## src/rtl/hbd_pkg.sv

```systemverilog
package hbd_pkg;
  typedef enum logic [1:0] {
    HBD_IO   = 2'd0,
    HBD_CFG  = 2'd1,
    HBD_IACK = 2'd2,
    HBD_MEM  = 2'd3
  } hbd_kind_e;

  typedef struct packed {
    logic      fwd;
    logic      err;
    hbd_kind_e kind;
    logic [31:0] taddr;
  } hbd_class_t;
endpackage

```

## src/rtl/hbd_cfg_devnum.sv

```systemverilog
module hbd_cfg_devnum #(
  parameter int SEL_N = 11,
  parameter int DEV_W = $clog2(SEL_N + 1)
) (
  input  logic [SEL_N-1:0] sel,
  output logic [DEV_W-1:0] dev
);
  // lowest set select bit wins; SEL_N when no bit is set
  always_comb begin
    dev = DEV_W'(SEL_N);
    for (int i = SEL_N - 1; i >= 0; i--) begin
      if (sel[i]) dev = DEV_W'(i);
    end
  end
endmodule

```

## src/rtl/hbd_io_map.sv

```systemverilog
module hbd_io_map #(
  parameter int SPARSE_LOG2 = 23,
  parameter int PAGE_LSB    = 12,
  parameter int LOW_W       = 5,
  parameter int PORT_W      = 16
) (
  input  logic [31:0] off,
  input  logic        sparse,
  output logic [31:0] port
);
  localparam logic [32:0] SPARSE_SIZE = 33'(1) << SPARSE_LOG2;
  localparam int          PAGE_W      = SPARSE_LOG2 - PAGE_LSB;
  localparam logic [31:0] PAGE_MASK   = (32'(1) << PAGE_W) - 32'(1);
  localparam logic [31:0] LOW_MASK    = (32'(1) << LOW_W) - 32'(1);
  localparam logic [31:0] PORT_MASK   = (32'(1) << PORT_W) - 32'(1);

  logic        in_low;
  logic [31:0] sparse_port;
  logic [31:0] contig_port;

  assign in_low      = {1'b0, off} < SPARSE_SIZE;
  assign sparse_port = (((off >> PAGE_LSB) & PAGE_MASK) << LOW_W) | (off & LOW_MASK);
  assign contig_port = off & PORT_MASK;

  always_comb begin
    if (!in_low)     port = off;
    else if (sparse) port = sparse_port;
    else             port = contig_port;
  end
endmodule

```

## src/rtl/hbd_classify.sv

```systemverilog
module hbd_classify
  import hbd_pkg::*;
#(
  parameter logic [31:0] IO_BASE     = 32'h8000_0000,
  parameter logic [31:0] IO_SIZE     = 32'h3F80_0000,
  parameter logic [31:0] CFG_BASE    = 32'h8080_0000,
  parameter int          CFG_LOG2    = 22,
  parameter int          CFG_SEL_LSB = 11,
  parameter logic [31:0] MEM_BASE    = 32'hC000_0000,
  parameter logic [31:0] MEM_SIZE    = 32'h3F00_0000,
  parameter logic [31:0] IACK_ADDR   = 32'hBFFF_FFF0,
  parameter int          SPARSE_LOG2 = 23
) (
  input  logic [31:0] addr,
  input  logic        write,
  input  logic [2:0]  size,
  input  logic        sparse,
  output hbd_class_t  cls
);
  localparam int          SEL_N   = CFG_LOG2 - CFG_SEL_LSB;
  localparam int          DEV_W   = $clog2(SEL_N + 1);
  localparam logic [32:0] IO_END  = {1'b0, IO_BASE} + {1'b0, IO_SIZE};
  localparam logic [32:0] MEM_END = {1'b0, MEM_BASE} + {1'b0, MEM_SIZE};
  localparam logic [32:0] CFG_END = {1'b0, CFG_BASE} + (33'(1) << CFG_LOG2);

  logic             size_ok, in_io, in_cfg, in_mem, is_iack;
  logic [31:0]      io_off, mem_off, io_port, cfg_addr;
  logic [DEV_W-1:0] dev;

  assign size_ok = (size == 3'd1) || (size == 3'd2) || (size == 3'd4);
  assign in_io   = (addr >= IO_BASE)  && ({1'b0, addr} < IO_END);
  assign in_cfg  = (addr >= CFG_BASE) && ({1'b0, addr} < CFG_END);
  assign in_mem  = (addr >= MEM_BASE) && ({1'b0, addr} < MEM_END);
  assign is_iack = (addr == IACK_ADDR);
  assign io_off  = addr - IO_BASE;
  assign mem_off = addr - MEM_BASE;

  hbd_cfg_devnum #(.SEL_N(SEL_N), .DEV_W(DEV_W)) u_devnum (
    .sel (addr[CFG_LOG2-1:CFG_SEL_LSB]),
    .dev (dev)
  );

  assign cfg_addr = 32'({dev, addr[CFG_SEL_LSB-1:0]});

  hbd_io_map #(.SPARSE_LOG2(SPARSE_LOG2)) u_iomap (
    .off    (io_off),
    .sparse (sparse),
    .port   (io_port)
  );

  always_comb begin
    cls = '{fwd: 1'b0, err: 1'b1, kind: HBD_IO, taddr: 32'd0};
    if (!size_ok) begin
      cls.err = 1'b1;
    end else if (is_iack) begin
      if (write) begin
        cls.err = 1'b0;
      end else if (size == 3'd1) begin
        cls.fwd  = 1'b1;
        cls.err  = 1'b0;
        cls.kind = HBD_IACK;
      end
    end else if (in_cfg) begin
      cls.fwd   = 1'b1;
      cls.err   = 1'b0;
      cls.kind  = HBD_CFG;
      cls.taddr = cfg_addr;
    end else if (in_io) begin
      cls.fwd   = 1'b1;
      cls.err   = 1'b0;
      cls.kind  = HBD_IO;
      cls.taddr = io_port;
    end else if (in_mem) begin
      cls.fwd   = 1'b1;
      cls.err   = 1'b0;
      cls.kind  = HBD_MEM;
      cls.taddr = mem_off;
    end
  end
endmodule

```

## src/rtl/hbd_irq_swizzle.sv

```systemverilog
module hbd_irq_swizzle #(
  parameter int PIN_W     = 2,
  parameter int SLOT_W    = 5,
  parameter int NUM_LINES = 2,
  parameter int LINE_W    = (NUM_LINES > 1) ? $clog2(NUM_LINES) : 1
) (
  input  logic              clk,
  input  logic              rst,
  input  logic [PIN_W-1:0]  pin,
  input  logic [SLOT_W-1:0] slot,
  output logic [LINE_W-1:0] line
);
  localparam int SUM_W = ((PIN_W > SLOT_W) ? PIN_W : SLOT_W) + 1;

  logic [SUM_W-1:0] sum;
  assign sum = SUM_W'(pin) + SUM_W'(slot);

  always_ff @(posedge clk) begin
    if (rst) line <= '0;
    else     line <= LINE_W'(sum % SUM_W'(NUM_LINES));
  end
endmodule

```

## src/rtl/hbd_bridge_decode.sv

```systemverilog
module hbd_bridge_decode
  import hbd_pkg::*;
#(
  parameter int AW     = 32,
  parameter int DW     = 32,
  parameter int PIN_W  = 2,
  parameter int SLOT_W = 5
) (
  input  logic          clk,
  input  logic          rst,
  input  logic          cpu_valid,
  output logic          cpu_ready,
  input  logic [AW-1:0] cpu_addr,
  input  logic          cpu_write,
  input  logic [2:0]    cpu_size,
  input  logic [DW-1:0] cpu_wdata,
  input  logic          sparse_mode,
  output logic          dn_valid,
  input  logic          dn_ready,
  output logic [1:0]    dn_kind,
  output logic [AW-1:0] dn_addr,
  output logic          dn_write,
  output logic [2:0]    dn_size,
  output logic [DW-1:0] dn_wdata,
  output logic          rsp_valid,
  output logic          rsp_err,
  output logic [DW-1:0] rsp_rdata,
  input  logic [PIN_W-1:0]  swz_pin,
  input  logic [SLOT_W-1:0] swz_slot,
  output logic          swz_line
);
  hbd_class_t cls;
  logic       take;

  hbd_classify u_cls (
    .addr   (cpu_addr),
    .write  (cpu_write),
    .size   (cpu_size),
    .sparse (sparse_mode),
    .cls    (cls)
  );

  assign cpu_ready = !dn_valid;
  assign take      = cpu_valid && cpu_ready;

  always_ff @(posedge clk) begin
    if (rst) begin
      dn_valid  <= 1'b0;
      dn_kind   <= 2'd0;
      dn_addr   <= '0;
      dn_write  <= 1'b0;
      dn_size   <= 3'd0;
      dn_wdata  <= '0;
      rsp_valid <= 1'b0;
      rsp_err   <= 1'b0;
      rsp_rdata <= '0;
    end else begin
      rsp_valid <= 1'b0;
      if (dn_valid && dn_ready) dn_valid <= 1'b0;
      if (take) begin
        if (cls.fwd) begin
          dn_valid <= 1'b1;
          dn_kind  <= cls.kind;
          dn_addr  <= cls.taddr;
          dn_write <= cpu_write;
          dn_size  <= cpu_size;
          dn_wdata <= cpu_wdata;
        end else begin
          rsp_valid <= 1'b1;
          rsp_err   <= cls.err;
          rsp_rdata <= cls.err ? '1 : '0;
        end
      end
    end
  end

  hbd_irq_swizzle #(.PIN_W(PIN_W), .SLOT_W(SLOT_W), .NUM_LINES(2)) u_swz (
    .clk  (clk),
    .rst  (rst),
    .pin  (swz_pin),
    .slot (swz_slot),
    .line (swz_line)
  );

  assert_one_outcome_R10: assert property (@(posedge clk) disable iff (rst)
    (cpu_valid && cpu_ready) |=> (dn_valid ^ rsp_valid));

  assert_hold_R10: assert property (@(posedge clk) disable iff (rst)
    (dn_valid && !dn_ready) |=> (dn_valid && $stable(dn_addr) && $stable(dn_kind)
                                 && $stable(dn_wdata) && $stable(dn_size)));

  assert_rsp_excl_R10: assert property (@(posedge clk) disable iff (rst)
    rsp_valid |-> !dn_valid);

  assert_cfg_range_R2: assert property (@(posedge clk) disable iff (rst)
    (dn_valid && dn_kind == 2'd1) |-> (dn_addr[AW-1:15] == '0));

  assert_iack_form_R7: assert property (@(posedge clk) disable iff (rst)
    (dn_valid && dn_kind == 2'd2) |-> (dn_size == 3'd1 && !dn_write));
endmodule

```

## config.mk

```make
export PLATFORM = sky130hd
export DESIGN_NAME = hbd_bridge_decode
export DESIGN_NICKNAME = d
export VERILOG_FILES = /design/src/rtl/hbd_pkg.sv /design/src/rtl/hbd_cfg_devnum.sv /design/src/rtl/hbd_io_map.sv /design/src/rtl/hbd_classify.sv /design/src/rtl/hbd_irq_swizzle.sv /design/src/rtl/hbd_bridge_decode.sv
export SDC_FILE = /design/constraint.sdc
export NUM_CORES = 1
export LEC_CHECK = 0
export BUFFER_PORTS_ARGS = -buffer_cell sky130_fd_sc_hd__buf_2
export CAP_MARGIN = 20
export CORE_MARGIN = 1.5
export CORE_UTILIZATION = 45
export CTS_CLUSTER_SIZE = 20
export DETAILED_ROUTE_END_ITERATION = 6
export PLACE_DENSITY = 0.76
export SLEW_MARGIN = 20
export SYNTH_ARGS = -nofsm -noshare
export SYNTH_HDL_FRONTEND = slang
export SYNTH_HIERARCHICAL = 1
export SYNTH_SLANG_ARGS = --single-unit
```

## constraint.sdc

```tcl
create_clock -name clk -period 4.65 [get_ports clk]
set_input_delay 0.2325 -clock clk [delete_from_list [all_inputs] [get_ports clk]]
set_output_delay 0.2325 -clock clk [all_outputs]
set_load 0.02 [all_outputs]
```

==> impl_metrics.ini <==
[status]
status = complete, no violations

[cts]
cts_repair_resize_count = 0
cts.sinks = 74
postCtsSetupRepairBufs = 0
cts_tree = done
cts_buffers = 9
clock-root-buffer = clkbuf_8
clkTransAtPathRegs_ns = 0.08
cts_buffer_depth = 2
htreeDepth = 3
ctsHoldBuffers = 0
clkLatencyLatePin_ns = 0.35

[routing]
firstDrtPassIters = 6
routed.top_layer = met4
drc = 0
routed_via_density = 5.23
routed_wl_um = 11700
postRouteAntennaNets = 0
wire_per_inst_um = 14.4
wl_met1_um = 4900
dr_wl_met2_um = 5730
drt_iter0_markers = 235
wl_met3_um = 732
route.vias.total = 4229

[timing]
finalCritPeriodShare_pct = 73.3
setup_violations = 0
hold_violations = 0
relSlewSlack_pct = 41.4
final_max_slew_viol_count = 0
fin_crit_ns = 3.41
worst_pin_slew_ns = 0.868
rsz0062_at_grt = no
fmax_mhz = 293
setup_tns_ns = 0
fin_worst_skew_ns = 0.00628

[power]
combPwrFrac_pct = 23.5
p_clk_share_pct = 32.0
internal-power_w = 0.00104
vdd_ir_drop_max_v = 0.000153
power.leakage_nw = 2.50
p_seq_share_pct = 44.5
p_switching_w = 0.000472
powerDensity_mw_per_mm2 = 265
finalPower_w = 0.00151
p_sw_share_pct = 31.3

[placement]
port_buffers = 181
dp_hpwl_um = 8550
gp_congestion = 0.858
placedCellCount = 793

[yosys]
synth_seq_cells = 74
yosys_warnings = 6
ys.flop_type = dfxtp_1
synth_nets = 633
netlist_area_sq_mm = 0.00491
synth_edf_count = 0
syn_inst = 551
syn_area_per_cell_sq_um = 8.92
ys_async_sr_fraction_pct = 0
synthDistinctLibCells = 49
ys_seq_area_share_pct = 30.2

[final_layout]
mostFrequentLayoutCell = buf_2
layout-drive-gt1-share_pct = 34.9
utilization_pct = 54.3
final_nets = 751
area_growth_pct = 15.7
instances_no_fill = 809
antennaDiodeCount = 0
mostFrequentLayoutCells = buf_2 (181), nand2b_1 (143), dfxtp_1 (74), mux2i_1 (71), a21oi_1 (27)

[floorplan]
core_sq_mm = 0.0105
dieArea_sq_mm = 0.0116
die_w_um = 107
initial_core_util_pct = 47.0
die_h_um = 107
rows = 37
ios = 187

[setup_path]
path_class = in -> reg
crit_fanout = 29
critPathLaunchType = primary input
reg2reg_slack_ns = 2.93
critical_path_buf_inv_count = 2
cp_slowest_cell = o41ai_1
crit_path_end_kind = register
required_ns = 4.92
path_cells = buf_2 > or4_1 > nand4b_4 > o41ai_1 > nor2_1 > a31oi_1 > and3b_4 > buf_4 > mux2i_1
cp.arrival_ns = 3.68
critPathTopFamily = simple AND/OR/NAND/NOR gates
crit_path_max_incr_delay_ns = 0.85

[global_routing]
grtUsageTotal_pct = 19.8
grt_pass1_vias = 3949
grt_max_degree = 88
antenna_found_initial = 0
overflow = 0
grt_pass1_wl_um = 18400

[flow_run]
max_cap_viol_count = 0

[worst_hold_path]
hold_path.class = in -> reg
registers in the layout, summed over array words and instances (netlist names):
register / cells
dn_wdata: 32
dn_size: 3
u_swz/line: 1
dn_write: 1
dn_addr: 32
dn_kind: 2
dn_valid: 1
rsp_rdata: 1
rsp_valid: 1
layout make-up:
| type | count | area [sq um] |
|---|---|---|
| Multi-Input combinational cell | 390 | 2840 |
| Clock inverter | 3 | 23.8 |
| Tap cell | 136 | 170 |
| Fill cell | 1008 | 4780 |
| Sequential cell | 74 | 1480 |
| Clock buffer | 12 | 165 |
| Inverter | 6 | 22.5 |
| Timing Repair Buffer | 188 | 983 |
through the flow:
| step | cell area (sq um) | hold slack (ns) | setup slack (ns) |
|---|---|---|---|
| 6_report | 5690 | 0.136 | 1.24 |
| 5_1_grt | 5690 | 0.125 | 1.12 |
| 4_1_cts | 5670 | 0.124 | 1.27 |
| 3_5_place_dp | 5480 | 0.460 | 0.920 |
| 3_3_place_gp | 5480 | 0.456 | 1.00 |
| 2_1_floorplan | 4910 | 0.305 | 1.99 |
power groups by stage:
stage                     Sequential, W  Clock [W]  Combinational, W
after global routing           0.000676   0.000526          0.000382
after global placement         0.000685          0          0.000346
after detailed placement       0.000687          0          0.000353
after floorplan                0.000713          0          0.000260
after CTS                      0.000672   0.000499          0.000354
final                          0.000672   0.000482          0.000354
cells by family (layout without fill, tap and decap cells):
family | after synthesis | count (layout) | share of synthesized area, %
buf+inv | 87 | 209 | 12.4
simple gates | 221 | 221 | 27.0
mux | 82 | 82 | 17.7
fa+ha+maj | 2 | 2 | 0.509
compound gates | 82 | 82 | 11.7
flops | 74 | 74 | 30.2
xor+xnor | 3 | 3 | 0.535
tightest hold or removal path: stages:
cell      delay, ns
buf_2          0.09
nand2b_1       0.05
mux2i_1        0.06
worst paths after layout:
check | start | to | depth (start not counted)
worst max-delay path | cpu_addr[3] | dn_addr[20]$_SDFFE_PP0P_ | 9
worst min-delay path | cpu_wdata[14] | dn_wdata[14]$_SDFFE_PP0P_ | 3
worst max register to register | dn_valid$_SDFF_PP0_ | dn_addr[20]$_SDFFE_PP0P_ | 3
worst min register to register | dn_addr[30]$_SDFFE_PP0P_ | dn_addr[30]$_SDFFE_PP0P_ | 2
layer usage:
metal	track usage, %	up-vias
li1	-	2075
met1	24.5	1958
met2	33.4	170
met3	3.15	26
met4	9.77	0
met5	0	-
synth_stat cells, drive strengths merged, types with 2 or more instances:
library cell / n / area, sq um
a21oi: 27 / 135
a32o: 12 / 131
buf: 52 / 477
clkbuf: 29 / 109
dfxtp: 74 / 1480
ha: 2 / 25.0
inv: 6 / 22.5
mux2: 11 / 161
mux2i: 71 / 711
nand2: 22 / 82.6
nand2b: 143 / 895
nand3: 4 / 20.0
nand4: 6 / 37.5
nand4b: 2 / 32.5
nor2: 13 / 48.8
nor2b: 11 / 71.3
nor3: 3 / 15.0
nor4: 7 / 43.8
o211ai: 5 / 37.5
o21a: 2 / 15.0
o21ai: 25 / 125
o41ai: 2 / 25.0
or4: 4 / 37.5
xor2: 2 / 17.5
Power figures use the tool's default switching activity.
